$ cat src/rtl/pcm_ft_pkg.sv
package pcm_ft_pkg;

  typedef enum logic {
    EDGE_RISE = 1'b0,
    EDGE_FALL = 1'b1
  } pcm_edge_e;

  typedef struct packed {
    logic rise;
    logic fall;
  } clk_evt_t;

  // Select the edge event matching a configured edge.
  function automatic logic pick_edge(input pcm_edge_e sel, input clk_evt_t ev);
    return (sel == EDGE_FALL) ? ev.fall : ev.rise;
  endfunction

endpackage

$ cat src/rtl/pcm_ft_edges.sv
module pcm_ft_edges
  import pcm_ft_pkg::*;
#(
  parameter int STAGES = 2
) (
  input  logic     clk,
  input  logic     rst_n,
  input  logic     pcm_clk_i,
  input  logic     fs_i,
  output clk_evt_t ev_o,
  output logic     fs_o
);

  logic [STAGES-1:0] clk_sh;
  logic [STAGES-1:0] fs_sh;
  logic              clk_prev;

  // Synchroniser chains; the framing pulse goes through the same depth
  // so it stays aligned with the clock edge events.
  for (genvar i = 0; i < STAGES; i++) begin : g_sync
    if (i == 0) begin : g_first
      always_ff @(posedge clk or negedge rst_n) begin
        if (!rst_n) begin
          clk_sh[0] <= 1'b0;
          fs_sh[0]  <= 1'b0;
        end else begin
          clk_sh[0] <= pcm_clk_i;
          fs_sh[0]  <= fs_i;
        end
      end
    end else begin : g_next
      always_ff @(posedge clk or negedge rst_n) begin
        if (!rst_n) begin
          clk_sh[i] <= 1'b0;
          fs_sh[i]  <= 1'b0;
        end else begin
          clk_sh[i] <= clk_sh[i-1];
          fs_sh[i]  <= fs_sh[i-1];
        end
      end
    end
  end

  always_ff @(posedge clk or negedge rst_n) begin
    if (!rst_n) clk_prev <= 1'b0;
    else        clk_prev <= clk_sh[STAGES-1];
  end

  always_comb begin
    ev_o.rise = clk_sh[STAGES-1] & ~clk_prev;
    ev_o.fall = ~clk_sh[STAGES-1] & clk_prev;
    fs_o      = fs_sh[STAGES-1];
  end

endmodule

$ cat src/rtl/pcm_ft_frame_detect.sv
module pcm_ft_frame_detect
  import pcm_ft_pkg::*;
(
  input  logic      clk,
  input  logic      rst_n,
  input  clk_evt_t  ev_i,
  input  logic      fs_i,
  input  pcm_edge_e latch_sel_i,
  output logic      load_o
);

  logic fs_lat;
  logic pend;
  logic lat_stb;
  logic fs_evt;

  always_comb begin
    lat_stb = pick_edge(latch_sel_i, ev_i);
    fs_evt  = lat_stb & fs_i & ~fs_lat;
    // A framing event seen on a rising edge loads at once; one seen on a
    // falling edge waits for the next rising edge.
    load_o  = ev_i.rise & (pend | (fs_evt & (latch_sel_i == EDGE_RISE)));
  end

  always_ff @(posedge clk or negedge rst_n) begin
    if (!rst_n) begin
      fs_lat <= 1'b0;
      pend   <= 1'b0;
    end else begin
      if (lat_stb) fs_lat <= fs_i;
      if (ev_i.rise)   pend <= 1'b0;
      else if (fs_evt) pend <= 1'b1;
    end
  end

endmodule

$ cat src/rtl/pcm_ft_counter.sv
module pcm_ft_counter #(
  parameter int MAX_SLOTS = 128,
  parameter int MIN_SLOTS = 4,
  parameter int SLOT_BITS = 8,
  localparam int POS_W = $clog2(MAX_SLOTS * SLOT_BITS),
  localparam int LEN_W = POS_W + 1,
  localparam int CNT_W = $clog2(MAX_SLOTS + 1)
) (
  input  logic             clk,
  input  logic             rst_n,
  input  logic [CNT_W-1:0] slots_i,
  input  logic             double_i,
  input  logic [POS_W-1:0] offset_i,
  input  logic             rise_i,
  input  logic             load_i,
  output logic [POS_W-1:0] pos_o,
  output logic [LEN_W-1:0] len_o,
  output logic             phase_o
);

  logic [CNT_W-1:0] slots_eff;
  logic [POS_W-1:0] pos_q, pos_nx, pos_inc;
  logic             ph_q, ph_nx;

  always_comb begin
    if (slots_i < CNT_W'(MIN_SLOTS))      slots_eff = CNT_W'(MIN_SLOTS);
    else if (slots_i > CNT_W'(MAX_SLOTS)) slots_eff = CNT_W'(MAX_SLOTS);
    else                                  slots_eff = slots_i;
    len_o = LEN_W'(slots_eff) * LEN_W'(SLOT_BITS);
  end

  always_comb begin
    if ({1'b0, pos_q} >= len_o - LEN_W'(1)) pos_inc = '0;
    else                                    pos_inc = pos_q + POS_W'(1);

    pos_nx = pos_q;
    ph_nx  = ph_q;
    if (rise_i) begin
      if (load_i) begin
        pos_nx = offset_i;
        ph_nx  = 1'b0;
      end else if (double_i) begin
        ph_nx = ~ph_q;
        if (ph_q) pos_nx = pos_inc;
      end else begin
        pos_nx = pos_inc;
        ph_nx  = 1'b0;
      end
    end
    // Phase of the data-clock period the current edge belongs to.
    phase_o = rise_i ? ph_nx : ph_q;
  end

  always_ff @(posedge clk or negedge rst_n) begin
    if (!rst_n) begin
      pos_q <= '0;
      ph_q  <= 1'b0;
    end else begin
      pos_q <= pos_nx;
      ph_q  <= ph_nx;
    end
  end

  assign pos_o = pos_q;

endmodule

$ cat src/rtl/pcm_ft_strobes.sv
module pcm_ft_strobes
  import pcm_ft_pkg::*;
(
  input  logic      clk,
  input  logic      rst_n,
  input  clk_evt_t  ev_i,
  input  logic      double_i,
  input  logic      phase_i,
  input  pcm_edge_e tx_sel_i,
  input  pcm_edge_e rx_sel_i,
  input  logic      standby_i,
  output logic      tx_stb_o,
  output logic      rx_stb_o,
  output logic      oe_o
);

  logic tx_hit, rx_hit;

  always_comb begin
    tx_hit = pick_edge(tx_sel_i, ev_i) & (~double_i | ~phase_i);
    rx_hit = pick_edge(rx_sel_i, ev_i) & (~double_i | phase_i);
  end

  always_ff @(posedge clk or negedge rst_n) begin
    if (!rst_n) begin
      tx_stb_o <= 1'b0;
      rx_stb_o <= 1'b0;
      oe_o     <= 1'b0;
    end else begin
      tx_stb_o <= tx_hit;
      rx_stb_o <= rx_hit;
      oe_o     <= ~standby_i;
    end
  end

endmodule

$ cat src/rtl/pcm_frame_timer.sv
module pcm_frame_timer
  import pcm_ft_pkg::*;
#(
  parameter int MAX_SLOTS   = 128,
  parameter int SLOT_BITS   = 8,
  parameter int SYNC_STAGES = 2,
  localparam int POS_W  = $clog2(MAX_SLOTS * SLOT_BITS),
  localparam int LEN_W  = POS_W + 1,
  localparam int CNT_W  = $clog2(MAX_SLOTS + 1),
  localparam int BIT_W  = $clog2(SLOT_BITS),
  localparam int SLOT_W = POS_W - BIT_W
) (
  input  logic              clk,
  input  logic              rst_n,
  input  logic              pcm_clk_i,
  input  logic              frame_sync_i,
  input  logic [CNT_W-1:0]  cfg_slots_i,
  input  logic              cfg_double_i,
  input  logic              cfg_fs_edge_i,
  input  logic              cfg_tx_edge_i,
  input  logic              cfg_rx_edge_i,
  input  logic [POS_W-1:0]  cfg_offset_i,
  input  logic              cfg_standby_i,
  output logic [SLOT_W-1:0] slot_o,
  output logic [BIT_W-1:0]  bit_o,
  output logic              tx_stb_o,
  output logic              rx_stb_o,
  output logic              pcm_oe_o
);

  clk_evt_t         clk_ev;
  logic             fs_lvl;
  logic             load_w;
  logic [POS_W-1:0] pos_w;
  logic [LEN_W-1:0] len_w;
  logic             phase_w;

  pcm_ft_edges #(.STAGES(SYNC_STAGES)) u_edges (
    .clk       (clk),
    .rst_n     (rst_n),
    .pcm_clk_i (pcm_clk_i),
    .fs_i      (frame_sync_i),
    .ev_o      (clk_ev),
    .fs_o      (fs_lvl)
  );

  pcm_ft_frame_detect u_frame (
    .clk         (clk),
    .rst_n       (rst_n),
    .ev_i        (clk_ev),
    .fs_i        (fs_lvl),
    .latch_sel_i (pcm_edge_e'(cfg_fs_edge_i)),
    .load_o      (load_w)
  );

  pcm_ft_counter #(
    .MAX_SLOTS (MAX_SLOTS),
    .SLOT_BITS (SLOT_BITS)
  ) u_cnt (
    .clk      (clk),
    .rst_n    (rst_n),
    .slots_i  (cfg_slots_i),
    .double_i (cfg_double_i),
    .offset_i (cfg_offset_i),
    .rise_i   (clk_ev.rise),
    .load_i   (load_w),
    .pos_o    (pos_w),
    .len_o    (len_w),
    .phase_o  (phase_w)
  );

  pcm_ft_strobes u_stb (
    .clk       (clk),
    .rst_n     (rst_n),
    .ev_i      (clk_ev),
    .double_i  (cfg_double_i),
    .phase_i   (phase_w),
    .tx_sel_i  (pcm_edge_e'(cfg_tx_edge_i)),
    .rx_sel_i  (pcm_edge_e'(cfg_rx_edge_i)),
    .standby_i (cfg_standby_i),
    .tx_stb_o  (tx_stb_o),
    .rx_stb_o  (rx_stb_o),
    .oe_o      (pcm_oe_o)
  );

  assign slot_o = pos_w[POS_W-1:BIT_W];
  assign bit_o  = pos_w[BIT_W-1:0];

endmodule

$ cat config.mk
export PLATFORM = sky130hd
export DESIGN_NAME = pcm_frame_timer
export DESIGN_NICKNAME = d
export VERILOG_FILES = /design/src/rtl/pcm_ft_pkg.sv /design/src/rtl/pcm_ft_edges.sv /design/src/rtl/pcm_ft_frame_detect.sv /design/src/rtl/pcm_ft_counter.sv /design/src/rtl/pcm_ft_strobes.sv /design/src/rtl/pcm_frame_timer.sv
export SDC_FILE = /design/constraint.sdc
export NUM_CORES = 1
export LEC_CHECK = 0
export CORE_UTILIZATION = 30
export DETAILED_ROUTE_END_ITERATION = 16
export GPL_TIMING_DRIVEN = 0
export HOLD_SLACK_MARGIN = 0.08
export SKIP_CTS_REPAIR_TIMING = 1
export SLEW_MARGIN = 0
export SYNTH_ARGS = -nofsm -noshare
export SYNTH_HDL_FRONTEND = slang
export SYNTH_HIERARCHICAL = 1
export SYNTH_SLANG_ARGS = --single-unit
$ cat constraint.sdc
create_clock -name clk -period 3.2 [get_ports clk]
set_clock_uncertainty 0.2 [all_clocks]
set_input_delay 0.32 -clock clk [delete_from_list [all_inputs] [get_ports clk]]
set_output_delay 0.32 -clock clk [all_outputs]
set_load 0.01 [all_outputs]
* Word-level counts from Yosys, hierarchy flattened
Cells that the tools add are included.
Storage, ports and cells: register bits after elaboration 21, input port bits 27, output and inout port bits 13, logic and storage cells 54
Cells by class: add/subtract/negate cells 2, order comparisons 3, eq/ne operators 1, mux-type cells 15, bitwise gates (word level) 19, reductions and logical operators 2
Operators with widths (count):
- 10-bit two-way mux | 4
- 8-bit two-way mux | 2
- 10-bit by 11-bit greater-or-equal comparator with 1-bit output | 1
- 11-bit by 1-bit subtractor with 11-bit output, second input constant | 1
- 10-bit by 1-bit adder with 10-bit output, second input constant | 1
- 1-bit two-way mux | 9
- 1-bit bitwise AND | 8
- 8-bit > comparator, second input constant | 1
- 8-bit by 3-bit < comparator with 1-bit output, second input constant | 1
- 1-bit inverter | 8
- 3-bit by 1-bit inequality test with 1-bit output, second input constant | 1
- 1-bit bitwise OR | 3
- 2-bit AND reduction | 1
- 2-bit nonzero test | 1

* Longest topological paths before layout
Gate-level depths: netlist (run 1).
word-level depth 14, mapped depth 15, gate-level depth less buffers 14

* By module
Netlist (run 1), hierarchy kept.
Modules (own cells, without submodules):
- pcm_ft_counter | times used 1, cells each 132, area an instance 1054.8 um2, seq. area each 275.3 um2
- pcm_ft_edges | times used 1, cells each 7, area an instance 140.1 um2, seq. area each 125.1 um2
- pcm_ft_strobes | times used 1, cells each 9, area an instance 112.6 um2, seq. area each 75.1 um2
- pcm_ft_frame_detect | times used 1, cells each 9, area an instance 103.8 um2, seq. area each 50.0 um2

* Worst setup path before layout (run 1)
OpenSTA, ideal clock, no wires.
path kind input to register, from input cfg_slots_i[5], to register u_cnt.pos_q[2] (netlist: u_cnt/pos_o[2]), setup time 0.090 ns, data arrival time 2.846 ns, required time 2.910 ns, path slack 0.064 ns, stages on the path 14, buffers on the path 1, path through or4_1 -> nor2_1 -> nor2_1 -> nand2_1 -> ha_1 -> inv_1 -> nor3_1 -> xnor2_1 -> ha_1 -> and3_4 -> a2111oi_4 -> buf_6 -> a31oi_1 -> o221ai_1
On the way: word-level cells in the longest chain between the ends 9, elaborated cells between the ends (all ways) 10, classes of those cells add/sub: 1; order compare: 3; mux: 6
Ends and longest elaborated chain:
- start: declaration | RTL line pcm_frame_timer.sv:17 | input logic [CNT_W-1:0] cfg_slots_i,
- 8-bit > comparator | RTL line pcm_ft_counter.sv:27 | else if (slots_i > CNT_W'(MAX_SLOTS)) slots_eff = CNT_W'(MAX_SLOTS);
- 8-bit two-way mux | RTL line pcm_ft_counter.sv:27
- 8-bit two-way mux * | RTL line pcm_ft_counter.sv:26 | if (slots_i < CNT_W'(MIN_SLOTS)) slots_eff = CNT_W'(MIN_SLOTS);
- 11-bit by 1-bit subtractor with 11-bit output * | RTL line pcm_ft_counter.sv:33 | if ({1'b0, pos_q} >= len_o - LEN_W'(1)) pos_inc = '0;
- 10-bit by 11-bit greater-or-equal comparator with 1-bit output * | RTL line pcm_ft_counter.sv:33
- 10-bit two-way mux * | RTL line pcm_ft_counter.sv:33
- 10-bit two-way mux | RTL line pcm_ft_counter.sv:44 | if (ph_q) pos_nx = pos_inc;
- 10-bit two-way mux * | RTL line pcm_ft_counter.sv:42 | end else if (double_i) begin
- 10-bit two-way mux * | RTL line pcm_ft_counter.sv:39 | if (load_i) begin
- end signal: assignment | RTL line pcm_ft_counter.sv:59 | pos_q <= pos_nx;
- end: declaration | RTL line pcm_ft_counter.sv:22 | logic [POS_W-1:0] pos_q, pos_nx, pos_inc;
Every way passes the cells marked *; elsewhere a longest branch is shown, timed or not. The select of a mux whose other input is x is not followed. A chain may end at the register's enable or synchronous reset.

* Worst setup path in the final report (run 1)
from input cfg_slots_i[2], to register u_cnt.pos_q[9] (netlist: u_cnt/pos_o[9])
The elaborated chain is that of the path after synthesis.

==> flow_summary_export.csv, run 1 <==
group,metric,value,unit
run_status,status,"finished, final reports clean",
final_layout,drive_gt1_frac,0.203,
cts,cts.htree.levels,1,
power,sw_frac_of_total,0.378,
setup_path,crit_slowest_cell,"or4_4",
synthesis,ys_warn_count,6,
final_layout,final_util,0.466,
detailed_routing,drt-initial-drc-count,39,
power,p_int,713,uW
sta,fin_crit,3.12,ns
setup_path,crit_type,"in -> reg",
detailed_routing,vias,1297,
power,p_sw,434,uW
power,p_clk_frac,0.155,
placement,gp_congestion,0.816,
detailed_routing,drt_first_pass_iters,4,
setup_path,crit_fanout,8,
sta,maxSlewHeadroom,0.385,
power,ir_drop,0.000247,V
final_layout,final_nets,234,
setup_path,cp_cell_sequence,"buf_8, or4_4, nor2_4, nor2_2, nand2_1, ha_2, inv_2, nor3_4, xnor2_1, ha_1, and3_4, a2111oi_4, buf_4, nand3b_4, o221ai_2",
cts,worstSkewPairLatency,0.26,ns
sta,period_share,0.976,
hold_path,hp-class,"reg -> reg",
final_layout,n_antenna_cell,0,
global_routing,antenna_found_initial,0,
detailed_routing,routed_wl,3430,um
floorplan,core_area,4350,um2
floorplan,num_rows,24,
setup_path,crit_required,3.18,ns
global_routing,grt_usage,0.136,
sta,rsz0062_at_grt,"yes",
global_routing,grt_overflow_total,0,
synthesis,netlist_instances,149,
global_routing,grt_pass1_vias,1227,
detailed_routing,drcViolationCount,0,
power,sequentialPowerShare,0.379,
synthesis,synth.net_count,185,
cts,cts_tree,"built",
cts,numCtsBuffers,3,
final_layout,area_delta_synth_final,48.8,%
sta,layout_setup_ws,0.0757,ns
detailed_routing,routed_via_density,5.21,
sta,worst_pin_slew,0.920,ns
global_routing,grt_pass1_wl,5440,um
placement,pre_cts_ws,-0.648,ns
detailed_routing,antenna_left,0,
sta,setup_viol_count_final,0,
placement,dpl.hpwl,2330,um
power,leakagePower,0.000816,uW
power,power.density,565,nW/um2
cts,clkSinkCount,21,
floorplan,start_util,0.314,
cts,cts-root-buf,"clkbuf_8",
sta,fmax,0.320,GHz
floorplan,dieWidth,69.5,um
synthesis,syn_avg_cell_area,9.16,um2
sta,drv_slew,0,
setup_path,crit_path_end_kind,"flop",
floorplan,design.die.area,4820,um2
setup_path,crit_family,"simple AND/OR/NAND/NOR gates",
setup_path,cp.arrival,3.11,ns
power,combPwrFrac,0.466,
setup_path,critical_path_buf_inv_count,3,
synthesis,synth.cell_area,1370,um2
setup_path,slowest_delay,0.55,ns
cts,clkTransAtPathRegs,0.08,ns
flow_run,drv_cap,0,
setup_path,critPathLaunchType,"input pin",
floorplan,die_h,69.5,um
sta,finalHoldViolCount,0,
placement,port_buffers,38,
cts,cts_buffer_depth,2,
detailed_routing,wire_per_inst,13.8,um
global_routing,grt_start_max_net_pins,22,
floorplan,io-pin-count,40,
[registers in the layout (all words and copies together) (netlist names)]
signal and count:
u_edges/clk_sh 2, u_edges/fs_o 1, u_stb/oe_o 1, u_frame/fs_lat 1
u_cnt/ph_q 1, u_edges/fs_sh 1, u_stb/tx_stb_o 1, u_frame/pend 1
u_edges/clk_prev 1, u_stb/rx_stb_o 1, u_cnt/pos_o 10
[placed cells by master (no fill, tap or decap), types with 2 or more instances in the layout]
| cell type | instances |
|---|---|
| o221ai_2 | 8 |
| clkbuf_1 | 3 |
| buf_6 | 2 |
| o21a_1 | 2 |
| inv_1 | 18 |
| a32oi_1 | 2 |
| clkdlybuf4s50_1 | 33 |
| clkbuf_8 | 3 |
| buf_2 | 4 |
| buf_4 | 5 |
| nor2_2 | 2 |
| a21oi_1 | 6 |
| nand2_1 | 9 |
| nand4_1 | 5 |
| mux2i_1 | 3 |
| dfrtp_1 | 21 |
| ha_1 | 7 |
| a31oi_1 | 8 |
| xnor2_1 | 4 |
| dlymetal6s2s_1 | 2 |
| nor2b_1 | 3 |
| o21ai_1 | 3 |
| nor2_1 | 5 |
| nand3_1 | 13 |
[power groups by stage]
| stage | combinational (uW) | clock [uW] | sequential (uW) |
|---|---|---|---|
| floorplan | 238 | 0 | 438 |
| global placement | 460 | 0 | 438 |
| detailed placement | 464 | 0 | 437 |
| CTS | 466 | 183 | 433 |
| global route | 587 | 194 | 452 |
| finish | 535 | 178 | 435 |
[worst paths after layout]
kind | startpoint | endpoint | slack (ns) | cells after the start
max | cfg_slots_i[2] | u_cnt/pos_o[9]$_DFFE_PN0P_ | 0.08 | 15
min | u_edges/clk_sh[0]$_DFF_PN0_ | u_edges/clk_sh[1]$_DFF_PN0_ | 0.15 | 0
max reg2reg | u_edges/clk_sh[1]$_DFF_PN0_ | u_stb/rx_stb_o$_DFF_PN0_ | 0.91 | 7
min reg2reg | u_edges/clk_sh[0]$_DFF_PN0_ | u_edges/clk_sh[1]$_DFF_PN0_ | 0.15 | 0
max in group asynchronous | rst_n | u_cnt/pos_o[5]$_DFFE_PN0P_ | 1.87 | 1
min in group asynchronous | rst_n | u_edges/clk_sh[0]$_DFF_PN0_ | 0.37 | 1
[routing by layer]
metal  global-route usage  vias to the layer above  routed length, um
met4               0.0408                        0                 17
met3               0.0203                        2                161
met5                    0                        -                  0
met2                0.215                       26               1690
li1                     -                      642                  -
met1                0.193                      627               1560
[area by class of cell]
type	count	area, um2
plain buffers	6	32.5
well taps	52	65.1
clock buffers	3	41.3
fillers	418	2320
multi-input cells	103	858
flip-flops and latches	21	526
inverters	19	71.3
clock inverters	1	7.51
repair buffers	44	429
[through the flow]
step / cells / area, um2 / hold slack, ns / total power (uW) / TNS [ns]
floorplan: 149 / 1370 / -0.176 / 676 / 0
finish: 249 / 2030 / 0.153 / 1150 / 0
CTS: 243 / 1860 / 0.154 / 1080 / -3.73
global route: 249 / 2030 / 0.165 / 1230 / -0.452
global placement: 239 / 1810 / 0.133 / 898 / -6.59
detailed placement: 239 / 1810 / 0.135 / 901 / -6.29
[worst reg2reg max path, cell delays in order (launching register included)]
cell	delay, ns
dfrtp_1	0.39
nor2b_1	0.19
o21a_1	0.20
o31ai_2	0.44
clkbuf_1	0.40
o21a_1	0.23
inv_1	0.05
a21oi_1	0.13
(Power assumes the default switching activity.)
==> run 2: changes to the inputs <==
SLEW_MARGIN = 5   (was 0)
==> results of run 2 <==
Same layout as run 1: the final DEF is identical, and so are final timing and power.
